**src/rtl/txs_pkg.sv**
```systemverilog
package txs_pkg;
  typedef enum logic [1:0] {S_IDLE, S_SEND, S_TAIL, S_FLUSH} seq_state_e;

  localparam int EV_UN = 0;
  localparam int EV_LC = 1;
  localparam int EV_RL = 2;
  localparam int NEV   = 3;

  // Internal loopback keeps the PHY pins quiet.
  function automatic logic int_loop(input logic fdx, input logic lp, input logic drt);
    return fdx & lp & ~drt;
  endfunction

  // A collision is late once the slot count has reached the window size.
  function automatic logic slot_passed(input int unsigned cnt, input int unsigned win);
    return cnt >= win;
  endfunction

  // Sticky write-1-to-clear update; a fresh event wins over its clear.
  function automatic logic [NEV-1:0] evt_next(input logic [NEV-1:0] cur,
                                              input logic [NEV-1:0] clr,
                                              input logic [NEV-1:0] set);
    return (cur & ~clr) | set;
  endfunction
endpackage

```
**src/rtl/txs_slot_retry.sv**
```systemverilog
module txs_slot_retry #(
  parameter int SLOT_NIB = 128,
  parameter int RW       = 4
) (
  input  logic          clk,
  input  logic          rst_n,
  input  logic          restart,
  input  logic          retry,
  input  logic          count_en,
  output logic          late,
  output logic [RW-1:0] retry_cnt
);
  localparam int SW = $clog2(SLOT_NIB + 1);
  localparam logic [SW-1:0] SLOT_TOP = SW'(SLOT_NIB);

  logic [SW-1:0] slot_q;

  always_ff @(posedge clk or negedge rst_n) begin
    if (!rst_n) begin
      slot_q    <= '0;
      retry_cnt <= '0;
    end else begin
      if (restart || retry)
        slot_q <= '0;
      else if (count_en && slot_q != SLOT_TOP)
        slot_q <= slot_q + 1'b1;
      if (restart)
        retry_cnt <= '0;
      else if (retry)
        retry_cnt <= retry_cnt + 1'b1;
    end
  end

  assign late = txs_pkg::slot_passed(32'(slot_q), SLOT_NIB);
endmodule

```
**src/rtl/txs_tail_timer.sv**
```systemverilog
module txs_tail_timer #(
  parameter int TAIL_NIB = 8
) (
  input  logic clk,
  input  logic rst_n,
  input  logic run,
  input  logic tick,
  output logic done
);
  localparam int TW = (TAIL_NIB > 1) ? $clog2(TAIL_NIB) : 1;
  localparam logic [TW-1:0] LAST = TW'(TAIL_NIB - 1);

  logic [TW-1:0] cnt_q;

  always_ff @(posedge clk or negedge rst_n) begin
    if (!rst_n)        cnt_q <= '0;
    else if (!run)     cnt_q <= '0;
    else if (tick)     cnt_q <= cnt_q + 1'b1;
  end

  assign done = run & tick & (cnt_q == LAST);
endmodule

```
**src/rtl/txs_event_reg.sv**
```systemverilog
module txs_event_reg #(
  parameter int N = 3
) (
  input  logic         clk,
  input  logic         rst_n,
  input  logic [N-1:0] set,
  input  logic [N-1:0] clr,
  input  logic [N-1:0] mask,
  output logic [N-1:0] evt,
  output logic         irq
);
  always_ff @(posedge clk or negedge rst_n) begin
    if (!rst_n) evt <= '0;
    else        evt <= txs_pkg::evt_next(evt, clr, set);
  end

  assign irq = |(evt & mask);
endmodule

```
**src/rtl/txs_err_seq.sv**
```systemverilog
module txs_err_seq
  import txs_pkg::*;
#(
  parameter int         IDXW        = 4,
  parameter int         SLOT_NIB    = 128,
  parameter int         TAIL_NIB    = 8,
  parameter int         RW          = 4,
  parameter logic [3:0] TAIL_NIBBLE = 4'hF
) (
  input  logic            clk,
  input  logic            rst_n,
  input  logic            cfg_fdx,
  input  logic            cfg_loop,
  input  logic            cfg_drt,
  input  logic [RW-1:0]   retry_max,
  input  logic            nib_tick,
  input  logic [3:0]      txd_in,
  input  logic            txen_in,
  input  logic            txer_in,
  input  logic            fifo_underrun,
  input  logic            col_in,
  input  logic            desc_valid,
  input  logic [IDXW-1:0] desc_idx,
  input  logic            desc_eof,
  input  logic            desc_sent,
  input  logic [2:0]      evt_clr,
  input  logic [2:0]      evt_mask,
  output logic            tx_start,
  output logic            retry_req,
  output logic            close_v,
  output logic [IDXW-1:0] close_idx,
  output logic            close_last,
  output logic [3:0]      txd_out,
  output logic            txen_out,
  output logic            txer_out,
  output logic [2:0]      evt,
  output logic            irq
);
  seq_state_e    state_q, state_d;
  logic          in_send, in_tail, in_flush;
  logic          late, tail_done, lb;
  logic          col_hit, budget_gone;
  logic          un_evt, lc_evt, rl_evt;
  logic          norm_close, flush_close;
  logic [RW-1:0] retry_cnt;
  logic [NEV-1:0] evt_set;

  assign in_send  = (state_q == S_SEND);
  assign in_tail  = (state_q == S_TAIL);
  assign in_flush = (state_q == S_FLUSH);
  assign lb       = int_loop(cfg_fdx, cfg_loop, cfg_drt);

  // Error arbitration: underrun > collision > normal close.
  assign un_evt      = in_send & fifo_underrun;
  assign col_hit     = in_send & col_in & ~fifo_underrun;
  assign budget_gone = (retry_cnt == retry_max);
  assign lc_evt      = col_hit & late;
  assign rl_evt      = col_hit & ~late & budget_gone;
  assign retry_req   = col_hit & ~late & ~budget_gone;

  assign norm_close  = in_send & desc_sent & ~fifo_underrun & ~col_in;
  assign flush_close = in_flush & desc_valid;
  assign close_v     = norm_close | flush_close;
  assign close_idx   = desc_idx;
  assign close_last  = desc_eof;
  assign tx_start    = (state_q == S_IDLE) & desc_valid;

  always_comb begin
    evt_set        = '0;
    evt_set[EV_UN] = un_evt;
    evt_set[EV_LC] = lc_evt;
    evt_set[EV_RL] = rl_evt;
  end

  txs_slot_retry #(.SLOT_NIB(SLOT_NIB), .RW(RW)) u_slot (
    .clk      (clk),
    .rst_n    (rst_n),
    .restart  (tx_start),
    .retry    (retry_req),
    .count_en (in_send & txen_in & nib_tick),
    .late     (late),
    .retry_cnt(retry_cnt)
  );

  txs_tail_timer #(.TAIL_NIB(TAIL_NIB)) u_tail (
    .clk  (clk),
    .rst_n(rst_n),
    .run  (in_tail),
    .tick (nib_tick),
    .done (tail_done)
  );

  txs_event_reg #(.N(NEV)) u_evt (
    .clk  (clk),
    .rst_n(rst_n),
    .set  (evt_set),
    .clr  (evt_clr),
    .mask (evt_mask),
    .evt  (evt),
    .irq  (irq)
  );

  always_comb begin
    state_d = state_q;
    unique case (state_q)
      S_IDLE:  if (desc_valid) state_d = S_SEND;
      S_SEND: begin
        if (un_evt)                     state_d = S_TAIL;
        else if (lc_evt || rl_evt)      state_d = S_FLUSH;
        else if (norm_close && desc_eof) state_d = S_IDLE;
      end
      S_TAIL:  if (tail_done) state_d = S_FLUSH;
      S_FLUSH: if (flush_close && desc_eof) state_d = S_IDLE;
      default: state_d = S_IDLE;
    endcase
  end

  always_ff @(posedge clk or negedge rst_n) begin
    if (!rst_n) state_q <= S_IDLE;
    else        state_q <= state_d;
  end

  // Pin gating: the tail overrides the data path, loopback silences both pins.
  always_comb begin
    txd_out  = in_tail ? TAIL_NIBBLE : txd_in;
    txen_out = 1'b0;
    txer_out = 1'b0;
    if (!lb) begin
      if (in_tail) begin
        txen_out = 1'b1;
        txer_out = 1'b1;
      end else if (in_send) begin
        txen_out = txen_in;
        txer_out = txer_in;
      end
    end
  end
endmodule

```
**config.mk**
```make
export PLATFORM = sky130hd
export DESIGN_NAME = txs_err_seq
export DESIGN_NICKNAME = d
export VERILOG_FILES = /design/src/rtl/txs_pkg.sv /design/src/rtl/txs_slot_retry.sv /design/src/rtl/txs_tail_timer.sv /design/src/rtl/txs_event_reg.sv /design/src/rtl/txs_err_seq.sv
export SDC_FILE = /design/constraint.sdc
export NUM_CORES = 1
export LEC_CHECK = 0
export ABC_AREA = 1
export BUFFER_PORTS_ARGS = -buffer_cell sky130_fd_sc_hd__buf_4
export CORE_MARGIN = 5
export CORE_UTILIZATION = 40
export DETAILED_ROUTE_END_ITERATION = 7
export PLACE_DENSITY_LB_ADDON = 0.25
export SETUP_SLACK_MARGIN = 0.15
export SLEW_MARGIN = 20
export SYNTH_ARGS = -nofsm -noshare
export SYNTH_HDL_FRONTEND = slang
export SYNTH_SLANG_ARGS = --single-unit
```
**constraint.sdc**
```tcl
create_clock -name clk -period 2.3 [get_ports clk]
set_clock_uncertainty 0.1 [all_clocks]
set_input_delay 0.46 -clock clk [delete_from_list [all_inputs] [get_ports clk]]
set_output_delay 0.46 -clock clk [all_outputs]
set_load 0.01 [all_outputs]
```
==> flow_metrics.py <==
metrics = {
    "outcome": {
        "status": "completed",
    },
    "synthesis": {
        "synth_top_area_share_pct": 36.9,
        "yosys-top-cells-area": "dfrtp_1, nand2_1, inv_1",
        "synth_top_cells_by_count": "nand2_1, inv_1, dfrtp_1, nand3_1, nor2_1",
        "syn_area_um2": 1360,
        "syn_area_per_cell_um2": 7.18,
        "ys_ff_latch": 20,
        "synth-seq-area-share_pct": 36.9,
        "synth.most_common_cell": "nand2_1",
        "ys.warnings.count": 0,
        "synthesis.nets": 225,
        "synth.distinct_cells": 29,
        "synth_edf_count": 0,
        "async_reset_ff_share_pct": 100,
        "synthCells": 189,
        "synth_largest_area_cell": "dfrtp_1",
        "ys.flop_type": "dfrtp_1",
    },
    "final_layout": {
        "n_fill_cell": 348,
        "n_antenna_cell": 0,
        "multi_input_area_um2": 708,
        "area_growth_pct": 27.8,
        "layout.nets": 267,
        "seq_area_um2": 502,
        "final_util_pct": 52.4,
        "drive_above_1_share_pct": 29.1,
    },
    "worst_setup_path": {
        "worstPathCellList": "nand2_2 > inv_1 > or2_2 > buf_4",
        "cp-start-kind": "flop",
        "critPathSlowestCell": "dfrtp_2",
        "cp.arrival_ns": 1.48,
        "critical_path_class": "flop to output pin",
        "cp_slowest_stage_delay_ns": 0.48,
        "crit_required_ns": 1.74,
        "crit_path_max_fanout": 8,
        "critPathCaptureType": "output pin",
    },
    "routing": {
        "drt-initial-drc-count": 63,
        "viasPerCell": 4.56,
        "detail_route.wl_per_cell_um": 11.0,
        "via_count": 1259,
        "first_pass_iters": 4,
        "antenna_left": 0,
        "drc": 0,
        "routed_wl_mm": 3.03,
    },
    "timing": {
        "max_clock_freq_mhz": 491,
        "relSlewSlack_pct": 74.6,
        "fin_setup_tns_ns": 0,
        "setup_viol": 0,
        "finalMaxSlewViolations": 0,
        "tightest_slew_ns": 0.378,
        "min_period_over_period_pct": 88.6,
        "rsz0062_at_grt": "false",
        "period_minus_slack_ns": 2.04,
        "hold_violations": 0,
    },
    "floorplanning": {
        "dieWidth_um": 68.3,
        "start_util_pct": 41.0,
        "ios": 49,
        "rows": 21,
        "die_h_um": 68.3,
        "core-area_um2": 3310,
        "dieArea_um2": 4660,
    },
    "clocking": {
        "clk_pin_slew_worst_paths_ns": 0.11,
        "clk_latency_ns": 0.30,
        "cts.sinks": 20,
        "cts_made_buffers": 3,
        "root_buffer": "clkbuf_4",
        "cts_tree": "done",
        "cts_buffer_depth": 2,
        "h-tree-depth": 1,
    },
    "hold_path": {
        "min_path_type": "primary input to flop",
    },
    "pwr": {
        "p_leak_nw": 0.906,
        "p_total_mw": 1.36,
        "ir_worst_vdd_uv": 427,
        "p_per_area_nw_per_um2": 784,
    },
    "placed_design": {
        "gp_congestion": 0.942,
        "dp_hpwl_mm": 2.39,
        "io_buffers": 40,
    },
    "grt": {
        "grt_pass1_vias": 1108,
        "gr-total-overflow": 0,
        "grt_pass1_wl_mm": 4.87,
        "antenna_found_initial": 0,
        "track_usage_pct": 13.6,
        "grt_max_degree": 21,
    },
    "run": {
        "drv_cap": 0,
    },
}
## kinds of logic after synthesis
logic type	Yosys count	synth area share (%)
XOR/XNOR	4	2.58
AND/OR/NAND/NOR	108	37.2
buffers and inverters	34	11.2
flip-flops	20	36.9
adder cells (fa/ha/maj)	5	4.61
AO/OA/AOI/OAI	18	7.56
## sequential cells by signal, indices dropped and copies added (netlist names), named ones only
| signal | count |
|---|---|
| u_tail.cnt_q | 3 |
| state_q | 1 |
| u_slot.retry_cnt | 4 |
| u_evt.evt | 3 |
| u_slot.slot_q | 8 |
## worst paths after layout
kind	endpoint	cells after the start	start	slack [ns]
max	txd_out[2]	4	flop	0.26
min reg2reg	u_tail.cnt_q[1]	2	u_tail.cnt_q[1]	0.42
min in group asynchronous	u_slot.retry_cnt[2]	2	rst_n	0.46
max in group asynchronous	asynchronous set/reset pin	2	rst_n	1.42
max reg2reg	flop	8	flop	0.70
min	u_evt.evt[2]	2	evt_clr[2]	0.22
## layer usage
layer / global-route usage [%] / share of wire (%) / wire length (um)
met5: 0 / 0 / 0
met4: 2.23 / 0.49 / 15
met3: 3.94 / 7.0 / 212
met2: 22.1 / 48 / 1450
met1: 18.0 / 45 / 1360
## critical path, delay by kind of cell, from the launching register on
| family | cells | cell delay, ns |
|---|---|---|
| DFF | 1 | 0.48 |
| buffers and inverters | 2 | 0.26 |
| and+or+nand+nor | 2 | 0.45 |
## placed cells by master, fill, tap and decap left out, types with 4 or more instances in the layout
master	n
nand3_1	14
nor2_1	14
o21ai_0	7
inv_2	5
inv_1	23
nand4_1	4
or2_2	4
nor3_1	5
buf_4	41
ha_1	5
dfrtp_1	19
nand2_1	54
nand2_2	4
## report_power, final
| part | total (mW) | switching (mW) | internal [mW] | leakage, nW |
|---|---|---|---|---|
| sequential | 0.489 | 0.0676 | 0.421 | 0.270 |
| clock | 0.202 | 0.105 | 0.0965 | 0.0210 |
| combinational | 0.670 | 0.391 | 0.279 | 0.615 |
## final cells by class
type                       count  share of cell area, %
clock buffer                   4                   2.09
inverter                      29                   6.56
multi-input combinational    135                   40.8
sequential                    20                   28.9
tap                           46                   3.32
timing repair buffer          42                   18.3
## metrics by stage
stage	cell area (um2)	std cells	hold slack (ns)	setup slack, ns
2_1_floorplan	1360	189	0.0644	0.706
4_1_cts	1730	276	0.206	0.222
6_report	1740	276	0.219	0.263
5_1_grt	1740	276	0.200	0.170
3_5_place_dp	1680	270	0.257	0.481
3_3_place_gp	1680	270	0.256	0.522
## timing repair
action | CTS | global route
gates resized for setup | 1 | 1
buffers inserted | 1 | 0
endpoints found under the hold margin | 20 | 0
hold buffers | 1 | 0
endpoints found under the setup margin | 4 | 1
Note: power is estimated with default switching activity, not from simulation.
